<file path="src/rtl/scrub_pkg.sv">
`timescale 1ns/1ps
package scrub_pkg;

   typedef enum logic [2:0] {
      SC_IDLE,
      SC_WAIT,
      SC_RD_REQ,
      SC_RD_WAIT,
      SC_CHECK,
      SC_WR_REQ,
      SC_NEXT
   } scrub_state_e;

   // smallest number of Hamming check bits covering k data bits
   function automatic int chk_bits(input int k);
      for (int p = 1; p < 31; p++) begin
         if ((1 << p) >= k + p + 1) return p;
      end
      return 31;
   endfunction

   // data + Hamming check bits + overall parity bit
   function automatic int cw_width(input int k);
      return k + chk_bits(k) + 1;
   endfunction

endpackage

</file>
<file path="src/rtl/scrub_secded_dec.sv">
`timescale 1ns/1ps
module scrub_secded_dec #(
   parameter int CW_W  = 39,
   parameter int SYN_W = 6
) (
   input  logic [CW_W-1:0] cw_i,
   output logic            ce_o,
   output logic            ue_o,
   output logic [CW_W-1:0] fix_o
);

   if ((1 << SYN_W) < CW_W) begin : g_bad_syn
      $error("scrub_secded_dec: SYN_W too small for CW_W");
   end

   logic [SYN_W-1:0] syn;
   logic             par;
   logic             in_rng;

   // syndrome: XOR of the indices of all set bits above position 0
   always_comb begin
      syn = '0;
      for (int i = 1; i < CW_W; i++) begin
         if (cw_i[i]) syn = syn ^ SYN_W'(i);
      end
   end

   assign par    = ^cw_i;
   assign in_rng = (32'(syn) < CW_W);
   assign ce_o   = par && in_rng;
   assign ue_o   = (!par && (syn != '0)) || (par && !in_rng);

   for (genvar g = 0; g < CW_W; g++) begin : g_fix
      assign fix_o[g] = cw_i[g] ^ (ce_o && (syn == SYN_W'(g)));
   end

endmodule

</file>
<file path="src/rtl/scrub_pace.sv">
`timescale 1ns/1ps
module scrub_pace #(
   parameter int IVL_W = 8
) (
   input  logic             clk,
   input  logic             rst_n,
   input  logic             load_i,
   input  logic [IVL_W-1:0] val_i,
   input  logic             dec_i,
   output logic             zero_o
);

   if (IVL_W < 1) begin : g_bad_w
      $error("scrub_pace: IVL_W must be at least 1");
   end

   logic [IVL_W-1:0] cnt_q;

   always_ff @(posedge clk or negedge rst_n) begin
      if (!rst_n)                      cnt_q <= '0;
      else if (load_i)                 cnt_q <= val_i;
      else if (dec_i && cnt_q != '0)   cnt_q <= cnt_q - 1'b1;
   end

   assign zero_o = (cnt_q == '0);

endmodule

</file>
<file path="src/rtl/scrub_addr.sv">
`timescale 1ns/1ps
module scrub_addr #(
   parameter int ADDR_W = 6
) (
   input  logic              clk,
   input  logic              rst_n,
   input  logic              align_i,
   input  logic              step_i,
   input  logic [ADDR_W-1:0] first_i,
   input  logic [ADDR_W-1:0] last_i,
   output logic [ADDR_W-1:0] addr_o,
   output logic              wrap_o
);

   if (ADDR_W < 1) begin : g_bad_w
      $error("scrub_addr: ADDR_W must be at least 1");
   end

   logic [ADDR_W-1:0] addr_q;
   logic              outside;

   assign outside = (addr_q < first_i) || (addr_q > last_i);
   assign wrap_o  = (addr_q >= last_i);

   always_ff @(posedge clk or negedge rst_n) begin
      if (!rst_n)                   addr_q <= '0;
      else if (align_i && outside)  addr_q <= first_i;
      else if (step_i)              addr_q <= wrap_o ? first_i : addr_q + 1'b1;
   end

   assign addr_o = addr_q;

endmodule

</file>
<file path="src/rtl/patrol_scrubber.sv">
`timescale 1ns/1ps
module patrol_scrubber #(
   parameter int DATA_W        = 32,
   parameter int ADDR_W        = 6,
   parameter int IVL_W         = 8,
   parameter bit UE_KEEP_FIRST = 1'b0
) (
   input  logic                                         clk,
   input  logic                                         rst_n,
   input  logic                                         cfg_en,
   input  logic [IVL_W-1:0]                             cfg_interval,
   input  logic [ADDR_W-1:0]                            cfg_first,
   input  logic [ADDR_W-1:0]                            cfg_last,
   input  logic                                         stat_clr,
   output logic                                         mem_req,
   output logic                                         mem_we,
   output logic [ADDR_W-1:0]                            mem_addr,
   output logic [scrub_pkg::cw_width(DATA_W)-1:0]       mem_wdata,
   input  logic                                         mem_gnt,
   input  logic                                         mem_rvalid,
   input  logic [scrub_pkg::cw_width(DATA_W)-1:0]       mem_rdata,
   output logic                                         pass_done,
   output logic                                         ce_flag,
   output logic [ADDR_W-1:0]                            ce_addr,
   output logic                                         ue_flag,
   output logic [ADDR_W-1:0]                            ue_addr
);
   import scrub_pkg::*;

   localparam int SYN_W = chk_bits(DATA_W);
   localparam int CW_W  = cw_width(DATA_W);

   if (DATA_W < 4) begin : g_bad_data
      $error("patrol_scrubber: DATA_W must be at least 4");
   end

   scrub_state_e      state_q, state_d;
   logic [CW_W-1:0]   rd_q;
   logic [CW_W-1:0]   fix;
   logic              dec_ce, dec_ue;
   logic              pace_zero, pace_load;
   logic              ivl_zero;
   logic              addr_wrap;
   logic [ADDR_W-1:0] cur_addr;
   logic              leaving_idle, in_check;

   assign ivl_zero     = (cfg_interval == '0);
   assign leaving_idle = (state_q == SC_IDLE) && cfg_en;
   assign in_check     = (state_q == SC_CHECK);
   assign pace_load    = cfg_en && ((state_q == SC_IDLE) || (state_q == SC_NEXT)) && !ivl_zero;

   scrub_pace #(.IVL_W(IVL_W)) u_pace (
      .clk    (clk),
      .rst_n  (rst_n),
      .load_i (pace_load),
      .val_i  (cfg_interval - 1'b1),
      .dec_i  (state_q == SC_WAIT),
      .zero_o (pace_zero)
   );

   scrub_addr #(.ADDR_W(ADDR_W)) u_addr (
      .clk     (clk),
      .rst_n   (rst_n),
      .align_i (leaving_idle),
      .step_i  (state_q == SC_NEXT),
      .first_i (cfg_first),
      .last_i  (cfg_last),
      .addr_o  (cur_addr),
      .wrap_o  (addr_wrap)
   );

   scrub_secded_dec #(.CW_W(CW_W), .SYN_W(SYN_W)) u_dec (
      .cw_i  (rd_q),
      .ce_o  (dec_ce),
      .ue_o  (dec_ue),
      .fix_o (fix)
   );

   // sequencer
   always_comb begin
      state_d = state_q;
      unique case (state_q)
         SC_IDLE:    if (cfg_en) state_d = ivl_zero ? SC_RD_REQ : SC_WAIT;
         SC_WAIT:    if (!cfg_en) state_d = SC_IDLE;
                     else if (pace_zero) state_d = SC_RD_REQ;
         SC_RD_REQ:  if (mem_gnt) state_d = SC_RD_WAIT;
         SC_RD_WAIT: if (mem_rvalid) state_d = SC_CHECK;
         SC_CHECK:   state_d = dec_ce ? SC_WR_REQ : SC_NEXT;
         SC_WR_REQ:  if (mem_gnt) state_d = SC_NEXT;
         SC_NEXT:    if (!cfg_en) state_d = SC_IDLE;
                     else state_d = ivl_zero ? SC_RD_REQ : SC_WAIT;
         default:    state_d = SC_IDLE;
      endcase
   end

   always_ff @(posedge clk or negedge rst_n) begin
      if (!rst_n) state_q <= SC_IDLE;
      else        state_q <= state_d;
   end

   always_ff @(posedge clk or negedge rst_n) begin
      if (!rst_n)                                     rd_q <= '0;
      else if ((state_q == SC_RD_WAIT) && mem_rvalid) rd_q <= mem_rdata;
   end

   // memory port
   assign mem_req   = (state_q == SC_RD_REQ) || (state_q == SC_WR_REQ);
   assign mem_we    = (state_q == SC_WR_REQ);
   assign mem_addr  = cur_addr;
   assign mem_wdata = fix;
   assign pass_done = (state_q == SC_NEXT) && addr_wrap;

   // correctable log
   always_ff @(posedge clk or negedge rst_n) begin
      if (!rst_n) begin
         ce_flag <= 1'b0;
         ce_addr <= '0;
      end else if (in_check && dec_ce) begin
         ce_flag <= 1'b1;
         ce_addr <= cur_addr;
      end else if (stat_clr) begin
         ce_flag <= 1'b0;
      end
   end

   // uncorrectable log
   always_ff @(posedge clk or negedge rst_n) begin
      if (!rst_n)                  ue_flag <= 1'b0;
      else if (in_check && dec_ue) ue_flag <= 1'b1;
      else if (stat_clr)           ue_flag <= 1'b0;
   end

   if (UE_KEEP_FIRST) begin : g_ue_first
      always_ff @(posedge clk or negedge rst_n) begin
         if (!rst_n) ue_addr <= '0;
         else if (in_check && dec_ue && (!ue_flag || stat_clr)) ue_addr <= cur_addr;
      end
   end else begin : g_ue_last
      always_ff @(posedge clk or negedge rst_n) begin
         if (!rst_n)                  ue_addr <= '0;
         else if (in_check && dec_ue) ue_addr <= cur_addr;
      end
   end

endmodule

</file>
<file path="config.mk">
export PLATFORM = sky130hd
export DESIGN_NAME = patrol_scrubber
export DESIGN_NICKNAME = d
export VERILOG_FILES = /design/src/rtl/scrub_pkg.sv /design/src/rtl/scrub_secded_dec.sv /design/src/rtl/scrub_pace.sv /design/src/rtl/scrub_addr.sv /design/src/rtl/patrol_scrubber.sv
export SDC_FILE = /design/constraint.sdc
export NUM_CORES = 1
export LEC_CHECK = 0
export ABC_CLOCK_PERIOD_IN_PS = 7550
export BUFFER_PORTS_ARGS = -buffer_cell sky130_fd_sc_hd__buf_2
export CAP_MARGIN = 15
export CORE_AREA = 2 2 99 101
export CTS_BUF_LIST = sky130_fd_sc_hd__clkbuf_2
export DETAILED_ROUTE_END_ITERATION = 7
export DIE_AREA = 0 0 101 103
export PLACE_DENSITY = 0.79
export SLEW_MARGIN = 10
export SYNTH_ARGS = -nofsm -noshare
export SYNTH_HDL_FRONTEND = slang
export SYNTH_SLANG_ARGS = --single-unit
</file>
<file path="constraint.sdc">
create_clock -name clk -period 7.55 [get_ports clk]
set_input_delay 1.51 -clock clk [delete_from_list [all_inputs] [get_ports clk]]
set_output_delay 1.51 -clock clk [all_outputs]
set_load 0.02 [all_outputs]
</file>
==> results.toml <==
[outcome]
outcome = "complete, no violations"

[yosys]
synth_top_flop_cell = "dfrtp_1"
synth_top_family_by_area = "XOR/XNOR gates"
async_reset_ff_frac = 1.00
synth_cell_types = 58
yosys_warnings = 0
synth-seq-area-share = 0.359
synthSimpleGateAreaFrac = 0.109
synth_compound_area_frac = 0.0875
muxShareOfSynthArea = 0.157
synth_cells = 466
synth_xor_area_frac = 0.228
syn_area_um2 = 4880
synth-seq-cells = 70
synth_edf_count = 0
avgSynthCellArea_um2 = 10.5
synth-adder-area-share = 0.0334
synth_nets = 544

[routing]
drt_iter0_drc = 96
wl_per_cell_um = 15.9
viasPerCell = 5.34
drtPass1Iterations = 4
drc = 0
num_vias = 3808
antenna_left = 0
routed_wl_um = 11400

[finish]
nFillCells = 807
drive_above_1_share = 0.348
final_util = 0.607
areaGrowthSynthToFinish_pct = 17.7
fin_nets = 672

[clocking]
cts-root-buf = "clkbuf_2"
post_cts_resize_count = 0
clk_pin_slew_ps = 190
cts_tree = "done"
clockBufferDepth = 2
cts_hold_buffers = 0
clkSinkCount = 70
clk_latency_ps = 520
cts_setup_buffers = 0
cts_inserted_buffers = 9
htreeDepth = 3

[timing]
period_share = 0.672
worst_hold_slack_ps = 519
rsz0062_at_grt = "no"
hold_viol = 0
fmax_mhz = 197
fin_skew_ps = 21.1
finalWorstSetupSlack_ps = 2480
slew_headroom = 0.331
tightest_slew_ps = 1000
layout_min_cycle_time_ps = 5070
setup_viol = 0
maxSlewViolCount = 0
final.setup.tns_ps = 0

[global_route]
grt_pass1_vias = 3704
grt_max_degree = 71
overflow = 0
track_usage = 0.219
antenna_found_initial = 2
grt_pass1_wl_um = 17600

[place]
dp_hpwl_um = 8720
place.gp.congestion = 0.894
dp_slack_ps = 3120
io_buffers = 126

[floorplanning]
core_um2 = 9460
die_w_um = 101
ios = 127
die_area_um2 = 10400
row_count = 36
die_y_um = 103
start_util = 0.516

[run]
maxCapViolations = 0

[critical_path]
end_kind = "primary output"
worstPathArrival_ps = 3560
critPathKind = "register to primary output"
r2r_cells = 9
worstPathMaxFanout = 13
worstPathRequired_ps = 6040
cp-start-kind = "register"

[worst_hold_path]
hold_class = "register to register"
worstHoldPathCells = 1
[area by class of cell]
class / count / area, um^2 / share of cell area
multi-input combinational: 367 / 3010 / 0.523
sequential: 70 / 1750 / 0.305
timing repair buffer: 129 / 653 / 0.114
tap: 114 / 143 / 0.0248
clock inverter: 6 / 77.6 / 0.0135
inverter: 17 / 63.8 / 0.0111
clock buffer: 9 / 45.0 / 0.00784
antenna: 1 / 2.50 / 0.000436
[per-layer routing]
layer	track usage	share of wire	vias to the layer above
met1	0.273	0.44	1801
met2	0.378	0.49	119
li1	-	-	1867
met4	0.0811	0.015	2
met5	0	0.00062	-
met3	0.0420	0.056	19
[per-stage QoR]
step / instances / cell area (um^2)
2_1_floorplan: 466 / 4880
3_3_place_gp: 697 / 5620
3_5_place_dp: 697 / 5620
4_1_cts: 712 / 5740
5_1_grt: 713 / 5740
6_report: 713 / 5740
[layout by cell type (no fill, tap or decap), types with 6 or more instances in the layout]
cell / n
clkbuf_2: 9
nand2b_1: 8
mux2_2: 42
mux2i_1: 12
ha_1: 13
nand3_1: 8
mux2_1: 6
xnor2_1: 84
mux2_4: 6
a21o_1: 9
nand2_1: 53
dfrtp_1: 70
o21ai_0: 9
xnor2_2: 10
xor2_1: 19
nor2_1: 16
a21oi_1: 10
inv_1: 17
buf_2: 126
[final timing paths]
path | from | endpoint | slack [ps]
setup / recovery | rd_q[36] | mem_wdata[27] | 2480
hold / removal | ce_addr[0] | ce_addr[0] | 520
setup reg to reg | rd_q[18] | ue_addr[1] | 4060
hold reg to reg | ce_addr[0] | ce_addr[0] | 520
max in group asynchronous | rst_n | rd_q[15] | 5750
min in group asynchronous | rst_n | rd_q[33] | 1160
[logic make-up (layout without fill, tap and decap cells)]
logic type / after synthesis / after routing
other cells: 0 / 1
buf+inv: 29 / 161
fa+ha+maj: 13 / 13
compound gates: 58 / 58
flops: 70 / 70
xor+xnor: 115 / 115
simple gates: 114 / 114
mux: 67 / 67
[worst max-delay path, cell delays in order (launching register included)]
cell,delay (ps)
dfrtp_1,460
xor2_1,190
xnor2_1,340
xor2_1,210
xnor2_1,110
xnor2_1,700
nand2_1,170
nor2_1,340
nand2_1,120
xnor2_1,230
buf_2,200
[Yosys cell counts, drive strengths merged, types with 4 or more instances]
cell	number	area [um^2]
mux2i	13	134
buf	9	55.1
ha	13	163
xor2	19	166
nor2	17	66.3
a2bb2oi	4	35.0
inv	17	63.8
nand2b	8	50.1
a21oi	11	66.3
a21o	10	76.3
nand3	9	45.0
nor4	5	31.3
o21ai	10	50.0
mux2	54	631
nand2	53	199
nor3	5	25.0
dfrtp	70	1750
xnor2	94	898
[sequential cells by signal, indices dropped and copies added, names as in the netlist]
signal         cells
rd_q              39
u_pace.cnt_q       8
ce_addr            6
u_addr.addr_o      6
ue_addr            6
state_q            3
ce_flag            1
ue_flag            1
Power is not shown: default switching activity piles up to over one toggle a cycle in this logic, so the estimate is an artifact.
